--- config.mk ---
export PLATFORM = sky130hd
export DESIGN_NAME = dram_bank_tracker
export DESIGN_NICKNAME = d
export VERILOG_FILES = /design/src/rtl/dbt_pkg.sv /design/src/rtl/dbt_bank_state.sv /design/src/rtl/dbt_turnaround.sv /design/src/rtl/dbt_stats.sv /design/src/rtl/dram_bank_tracker.sv
export SDC_FILE = /design/constraint.sdc
export NUM_CORES = 1
export LEC_CHECK = 0
export ABC_AREA = 0
export BUFFER_PORTS_ARGS = -buffer_cell sky130_fd_sc_hd__buf_4
export CAP_MARGIN = 20
export CORE_UTILIZATION = 60
export CTS_BUF_LIST = sky130_fd_sc_hd__clkbuf_8
export CTS_CLUSTER_DIAMETER = 200
export DETAILED_ROUTE_END_ITERATION = 6
export GPL_ROUTABILITY_DRIVEN = 0
export GPL_TIMING_DRIVEN = 0
export PLACE_DENSITY = 0.84
export RECOVER_POWER = 100
export SLEW_MARGIN = 10
export SYNTH_ARGS = -nofsm -noshare
export SYNTH_HDL_FRONTEND = slang
export SYNTH_SLANG_ARGS = --single-unit
--- constraint.sdc ---
create_clock -name clk -period 6.19 [get_ports clk]
set_input_delay 0.619 -clock clk [delete_from_list [all_inputs] [get_ports clk]]
set_output_delay 0.619 -clock clk [all_outputs]
set_load 0.01 [all_outputs]
--- src/rtl/dbt_pkg.sv ---
package dbt_pkg;
  typedef enum logic [1:0] {
    KIND_HIT      = 2'd0,
    KIND_MISS     = 2'd1,
    KIND_CONFLICT = 2'd2
  } acc_kind_e;

  // Idle cycles required when the bus changes direction after prev_wr.
  function automatic int unsigned turn_need(input logic prev_wr,
                                            input int unsigned rd2wr,
                                            input int unsigned wr2rd);
    return prev_wr ? wr2rd : rd2wr;
  endfunction

  // Class of an issuing request: open-row match, else whether tRC held it.
  function automatic acc_kind_e classify(input logic row_match, input logic trc_held);
    if (row_match)     return KIND_HIT;
    else if (trc_held) return KIND_CONFLICT;
    else               return KIND_MISS;
  endfunction
endpackage

--- src/rtl/dbt_bank_state.sv ---
module dbt_bank_state #(
  parameter int NUM_BANKS = 4,
  parameter int BANK_W    = 2,
  parameter int ROW_W     = 8,
  parameter int TRC       = 20
) (
  input  logic                                clk,
  input  logic                                rst_n,
  input  logic                                act,
  input  logic [BANK_W-1:0]                   act_bank,
  input  logic [ROW_W-1:0]                    act_row,
  output logic [NUM_BANKS-1:0]                bank_open,
  output logic [NUM_BANKS-1:0][ROW_W-1:0]     open_row,
  output logic [NUM_BANKS-1:0]                bank_busy
);
  localparam int TW = $clog2(TRC + 1);
  localparam logic [TW-1:0] TRC_LOAD = TW'(TRC - 1);

  for (genvar b = 0; b < NUM_BANKS; b++) begin : g_bank
    logic [TW-1:0] tmr;
    always_ff @(posedge clk) begin
      if (!rst_n) begin
        bank_open[b] <= 1'b0;
        open_row[b]  <= '0;
        tmr          <= '0;
      end else if (act && act_bank == BANK_W'(b)) begin
        bank_open[b] <= 1'b1;
        open_row[b]  <= act_row;
        tmr          <= TRC_LOAD;
      end else if (tmr != '0) begin
        tmr <= tmr - 1'b1;
      end
    end
    assign bank_busy[b] = (tmr != '0);
  end
endmodule

--- src/rtl/dbt_turnaround.sv ---
module dbt_turnaround #(
  parameter int GAP_W = 4
) (
  input  logic             clk,
  input  logic             rst_n,
  input  logic             fire,
  input  logic             fire_wr,
  output logic             has_prev,
  output logic             last_wr,
  output logic [GAP_W-1:0] gap_cnt
);
  always_ff @(posedge clk) begin
    if (!rst_n) begin
      has_prev <= 1'b0;
      last_wr  <= 1'b0;
      gap_cnt  <= '0;
    end else if (fire) begin
      has_prev <= 1'b1;
      last_wr  <= fire_wr;
      gap_cnt  <= '0;
    end else if (gap_cnt != '1) begin
      gap_cnt <= gap_cnt + 1'b1;
    end
  end
endmodule

--- src/rtl/dbt_stats.sv ---
module dbt_stats #(
  parameter int NUM_CNT = 5,
  parameter int CNT_W   = 16
) (
  input  logic                              clk,
  input  logic                              rst_n,
  input  logic [NUM_CNT-1:0]                inc,
  output logic [NUM_CNT-1:0][CNT_W-1:0]     cnt
);
  for (genvar i = 0; i < NUM_CNT; i++) begin : g_cnt
    always_ff @(posedge clk) begin
      if (!rst_n)                         cnt[i] <= '0;
      else if (inc[i] && cnt[i] != '1)    cnt[i] <= cnt[i] + 1'b1;
    end
  end
endmodule

--- src/rtl/dram_bank_tracker.sv ---
module dram_bank_tracker #(
  parameter int NUM_BANKS = 4,
  parameter int ROW_W     = 8,
  parameter int COL_W     = 6,
  parameter int TRC       = 20,
  parameter int T_RD2WR   = 6,
  parameter int T_WR2RD   = 15,
  parameter int CNT_W     = 16,
  localparam int BANK_W   = (NUM_BANKS > 1) ? $clog2(NUM_BANKS) : 1
) (
  input  logic              clk,
  input  logic              rst_n,
  input  logic              req_valid,
  output logic              req_ready,
  input  logic [BANK_W-1:0] req_bank,
  input  logic [ROW_W-1:0]  req_row,
  input  logic [COL_W-1:0]  req_col,
  input  logic              req_wr,
  output logic              acc_valid,
  output logic [1:0]        acc_kind,
  output logic [COL_W-1:0]  acc_col,
  output logic [CNT_W-1:0]  hit_cnt,
  output logic [CNT_W-1:0]  miss_cnt,
  output logic [CNT_W-1:0]  conflict_cnt,
  output logic [CNT_W-1:0]  busy_cnt,
  output logic [CNT_W-1:0]  idle_cnt
);
  import dbt_pkg::*;

  localparam int GAP_MAX = (T_WR2RD > T_RD2WR) ? T_WR2RD : T_RD2WR;
  localparam int GAP_W   = $clog2(GAP_MAX + 1);
  localparam int NUM_CNT = 5;

  // Named internal events
  logic [NUM_BANKS-1:0]            bank_open;
  logic [NUM_BANKS-1:0][ROW_W-1:0] open_row;
  logic [NUM_BANKS-1:0]            bank_busy;
  logic                            has_prev;
  logic                            last_wr;
  logic [GAP_W-1:0]                gap_cnt;
  logic                            row_match;
  logic                            trc_ok;
  logic                            turn_ok;
  logic                            fire;
  logic                            activate;
  logic                            stall;
  logic                            trc_held;
  acc_kind_e                       kind;
  logic [NUM_CNT-1:0]              stat_inc;
  logic [NUM_CNT-1:0][CNT_W-1:0]   stat_cnt;

  assign row_match = bank_open[req_bank] && (open_row[req_bank] == req_row);
  assign trc_ok    = row_match || !bank_busy[req_bank];
  assign turn_ok   = !has_prev || (req_wr == last_wr) ||
                     (32'(gap_cnt) >= turn_need(last_wr, T_RD2WR, T_WR2RD));
  assign req_ready = trc_ok && turn_ok;
  assign fire      = req_valid && req_ready;
  assign activate  = fire && !row_match;
  assign stall     = req_valid && !req_ready;

  // Remembers that the head request was held by the row-cycle limit.
  always_ff @(posedge clk) begin
    if (!rst_n)                    trc_held <= 1'b0;
    else if (fire)                 trc_held <= 1'b0;
    else if (req_valid && !trc_ok) trc_held <= 1'b1;
  end

  assign kind      = classify(row_match, trc_held);
  assign acc_valid = fire;
  assign acc_kind  = kind;
  assign acc_col   = req_col;

  dbt_bank_state #(
    .NUM_BANKS(NUM_BANKS), .BANK_W(BANK_W), .ROW_W(ROW_W), .TRC(TRC)
  ) u_banks (
    .clk(clk), .rst_n(rst_n), .act(activate), .act_bank(req_bank), .act_row(req_row),
    .bank_open(bank_open), .open_row(open_row), .bank_busy(bank_busy)
  );

  dbt_turnaround #(.GAP_W(GAP_W)) u_turn (
    .clk(clk), .rst_n(rst_n), .fire(fire), .fire_wr(req_wr),
    .has_prev(has_prev), .last_wr(last_wr), .gap_cnt(gap_cnt)
  );

  assign stat_inc = {stall, fire,
                     fire && (kind == KIND_CONFLICT),
                     fire && (kind == KIND_MISS),
                     fire && (kind == KIND_HIT)};

  dbt_stats #(.NUM_CNT(NUM_CNT), .CNT_W(CNT_W)) u_stats (
    .clk(clk), .rst_n(rst_n), .inc(stat_inc), .cnt(stat_cnt)
  );

  assign hit_cnt      = stat_cnt[0];
  assign miss_cnt     = stat_cnt[1];
  assign conflict_cnt = stat_cnt[2];
  assign busy_cnt     = stat_cnt[3];
  assign idle_cnt     = stat_cnt[4];
endmodule

==> summary.md <==
| Metric | Value |
|---|---|
| Xor/xnor share of the synthesized area | `4.26%` |
| Crit-path max FO | `10` |
| Post-Syn Nets | `883` |
| Chip Width | `113 um` |
| Worst vdd ir | `0.000312 V` |
| Post-DP HPWL | `13200 um` |
| Mux contribution to synthesized area | `11.2%` |
| Layout area overhead | `11.3%` |
| First-pass GRT wire length | `29200 um` |
| Top-area cell type share of the netlist area | `38.7%` |
| Final Max Tran Viols | `0` |
| Initial antenna violation count | `0` |
| RSZ-0062 raised after global routing | `false` |
| Input/output buffers | `100` |
| Hold path startpoint | `req_wr` |
| Synth Instances | `847` |
| Clk Latency, worst-skew pair | `0.47 ns` |
| Seq cells post-synth | `143` |
| Max Root-Sink Buffers | `2` |
| Worst-path clk slew | `0.08 ns` |
| Largest net degree at the start of global routing | `17` |
| Fill cells | `1083` |
| Relative slew margins | `16.8%` |
| Setup_tns | `0 ns` |
| R2r endpoint | `u_stats.cnt[33]` |
| Power per cell area | `314 nW/um^2` |
| Sink Count | `143` |
| Setup Skew | `0.0121 ns` |
| Num ports | `110` |
| Cell Rows | `40` |
| Sequential area share after synthesis | `38.7%` |
| Clock root buffer | `clkbuf_8` |
| R2r setup slk | `1.94 ns` |
| P_leak | `2.92 nW` |
| Vias per cell | `5.90` |
| Pre-antenna DRT Iters | `7` |
| Power Total | `2.59 mW` |
| Status | `complete, but fails checks` |
| Asr flop ratio synth | `0%` |
| Syn_area_per_cell | `8.74 um^2` |
| Number of synthesized flops with an enable pin | `0` |
| Kind of end point of the critical path | `flip-flop` |
| Largest cells by area after synthesis | `dfxtp_1 (39%), mux2i_1 (8.7%), nor2_1 (6.1%), nand2_1 (3.4%), a21oi_1 (3.0%)` |
| Residual DRC count | `2` |
| H-tree depth | `4` |
| Failing checks | `design-rule violations` |
| Most used DFF post-synth | `dfxtp_1` |
| Largest family of logic cells by synthesized area | `simple AND/OR/NAND/NOR gates` |
| DR iter-0 viols | `614` |
| Multi-input gate area | `4070 um^2` |
| Total Routed Length | `18200 um` |
| Die height | `113 um` |
| Grt ovf | `0` |
| CTS tree | `done` |
| Tmin final | `4.26 ns` |
| MaxCap Viol Count | `0` |
| Synth cell types | `64` |
| Commonest cells after routing, fill and taps aside | `dfxtp_1 (143), clkbuf_1 (126), nor2_1 (121)` |
| Worst r2r src | `u_banks.open_row[27]` |
| Hold Path Sink | `u_turn.last_wr` |
| Vias | `6648` |
| Peak Freq | `0.235 GHz` |
| Crit start category | `input port` |
| Starting Density | `61.7%` |
| Hold crit path type | `in2reg` |
| Hold Vio Cnt, Final | `0` |
| Core ar. | `12000 um^2` |
| Die area | `12800 um^2` |
| Final ANT Viol Nets | `0` |
| # nets final | `1002` |
| Share of layout cells above drive strength 1 | `6.84%` |
| Crit share post-route | `68.8%` |
| Ant. Diodes | `0` |
| Crit path DAT | `4.60 ns` |
| Placed insts | `1094` |
| CTS hold repair buffers | `0` |
| Reg area | `2860 um^2` |
| Synth warnings | `0` |
| Final setup violating endpoints | `0` |
| Fin cells | `1126` |
| Hold depth | `3` |
| Post-CTS Setup Bufs | `0` |
| CTS buffer count | `17` |
| Req. time, crit path | `6.53 ns` |
| Most common cell after layout, fill and taps aside | `dfxtp_1` |
| Vias in the first global route | `6146` |
| Simple-gate share of the synthesized area | `25.0%` |
| CTS resizes | `0` |
| Slew at the pin closest to its max-slew limit | `1.22 ns` |
| WL per Instance | `16.2 um` |
| Synth area leader | `dfxtp_1` |
| Compound-gate portion of the synthesized area | `13.2%` |
| R2r worst-path depth | `8` |
| Critical path type | `in2reg` |
| Synth Area in Adders | `2.70%` |
| GRT Resource Usage Total | `29.1%` |
| Syn Std Cell Area | `7410 um^2` |
## flip-flops by register name (all words and copies together) (netlist names)
name,count
u_banks.open_row,32
u_turn.has_prev,1
u_banks.g_bank.tmr,20
u_banks.bank_open,4
u_turn.gap_cnt,4
trc_held,1
u_stats.cnt,80
u_turn.last_wr,1
## synthesized netlist by cell type, types with 2 or more instances
| master | n |
|---|---|
| nor2b_1 | 7 |
| nand2_1 | 68 |
| nand2b_1 | 25 |
| nand3b_1 | 2 |
| o311ai_0 | 4 |
| o41ai_1 | 4 |
| a311oi_1 | 3 |
| and3_1 | 10 |
| a211oi_1 | 4 |
| mux2i_1 | 64 |
| and4_1 | 5 |
| a21oi_1 | 45 |
| clkbuf_1 | 23 |
| buf_2 | 8 |
| inv_1 | 27 |
| o21a_1 | 5 |
| o31a_1 | 2 |
| nor4_1 | 9 |
| dfxtp_1 | 143 |
| a2111oi_4 | 3 |
| xnor2_1 | 25 |
| mux4_2 | 6 |
| o21ai_0 | 22 |
| and2_1 | 10 |
| a21boi_0 | 3 |
| o211ai_1 | 5 |
| mux2_2 | 2 |
| o221a_2 | 2 |
| nand3_2 | 2 |
| or4_1 | 15 |
| xor2_1 | 11 |
| buf_6 | 7 |
| nor2_1 | 121 |
| nand4_1 | 19 |
| nor3_1 | 19 |
| a2111oi_2 | 2 |
| ha_1 | 16 |
| nor4b_1 | 4 |
| nand3_1 | 34 |
| or3_1 | 14 |
| mux2i_2 | 2 |
| buf_4 | 9 |
| o31ai_1 | 15 |
## area by class of cell
class / instances / area share, %
Multi-Input combinational cell: 630 / 49.4
Sequential cell: 143 / 34.7
Timing Repair Buffer: 100 / 4.97
Clock buffer: 21 / 3.51
Buffer: 47 / 2.82
Tap cell: 147 / 2.23
Inverter: 27 / 1.23
Clock inverter: 11 / 1.11
## stage by stage
| step | utilization (%) | hold slack [ns] | worst slack (ns) | area [um^2] |
|---|---|---|---|---|
| after detailed placement | 69.4 | 0.460 | 2.55 | 8340 |
| final | 68.6 | 0.430 | 1.93 | 8240 |
| after floorplan | - | 0.432 | 3.03 | 7410 |
| after CTS | 72.6 | 0.406 | 2.53 | 8720 |
| after global placement | 69.4 | 0.444 | 2.56 | 8340 |
| after global routing | 68.6 | 0.425 | 1.65 | 8240 |
## critical path: stages
cell and delay, ns:
buf_4 0.13, mux4_2 0.50, xor2_1 0.15, a2111oi_0 0.98
nand3_2 0.40, o21ai_0 0.99, clkbuf_1 0.49, mux2i_1 0.27
nor2_1 0.05
## power breakdown
group / switching, mW / leakage [nW] / total, mW / internal [mW]
Combinational: 0.458 / 1.56 / 0.764 / 0.306
Sequential: 0.0941 / 1.16 / 1.11 / 1.02
Clock: 0.354 / 0.192 / 0.709 / 0.355
Total: 0.906 / 2.92 / 2.59 / 1.68
## cell families (layout without fill, tap and decap cells)
kind of cell    Yosys count  after routing
compound gates          135            135
mux                      74             74
fa+ha+maj                16             16
flops                   143            143
xor+xnor                 36             36
buf+inv                  74            206
simple gates            369            369
## worst max-delay path by stage
stage | depth (start not counted) | slack (ns) | start | end
global route | 8 | 1.65 | u_banks.open_row[27] | acc_valid
finish | 9 | 1.93 | req_bank[0] | u_stats.cnt[33]
floorplan | 9 | 3.03 | req_bank[1] | acc_valid
global placement | 9 | 2.56 | req_bank[0] | acc_valid
detailed placement | 9 | 2.55 | req_bank[0] | acc_valid
CTS | 8 | 2.53 | u_banks.open_row[27] | acc_valid
## metal layers
metal | up-vias | part of all wire [%] | global-route usage, %
met4 | 0 | 2.0 | 13.8
li1 | 3274 | - | -
met3 | 28 | 6.4 | 6.37
met1 | 3125 | 44 | 36.4
met5 | - | 0 | 0
met2 | 221 | 47 | 47.9
(Power assumes the default switching activity.)
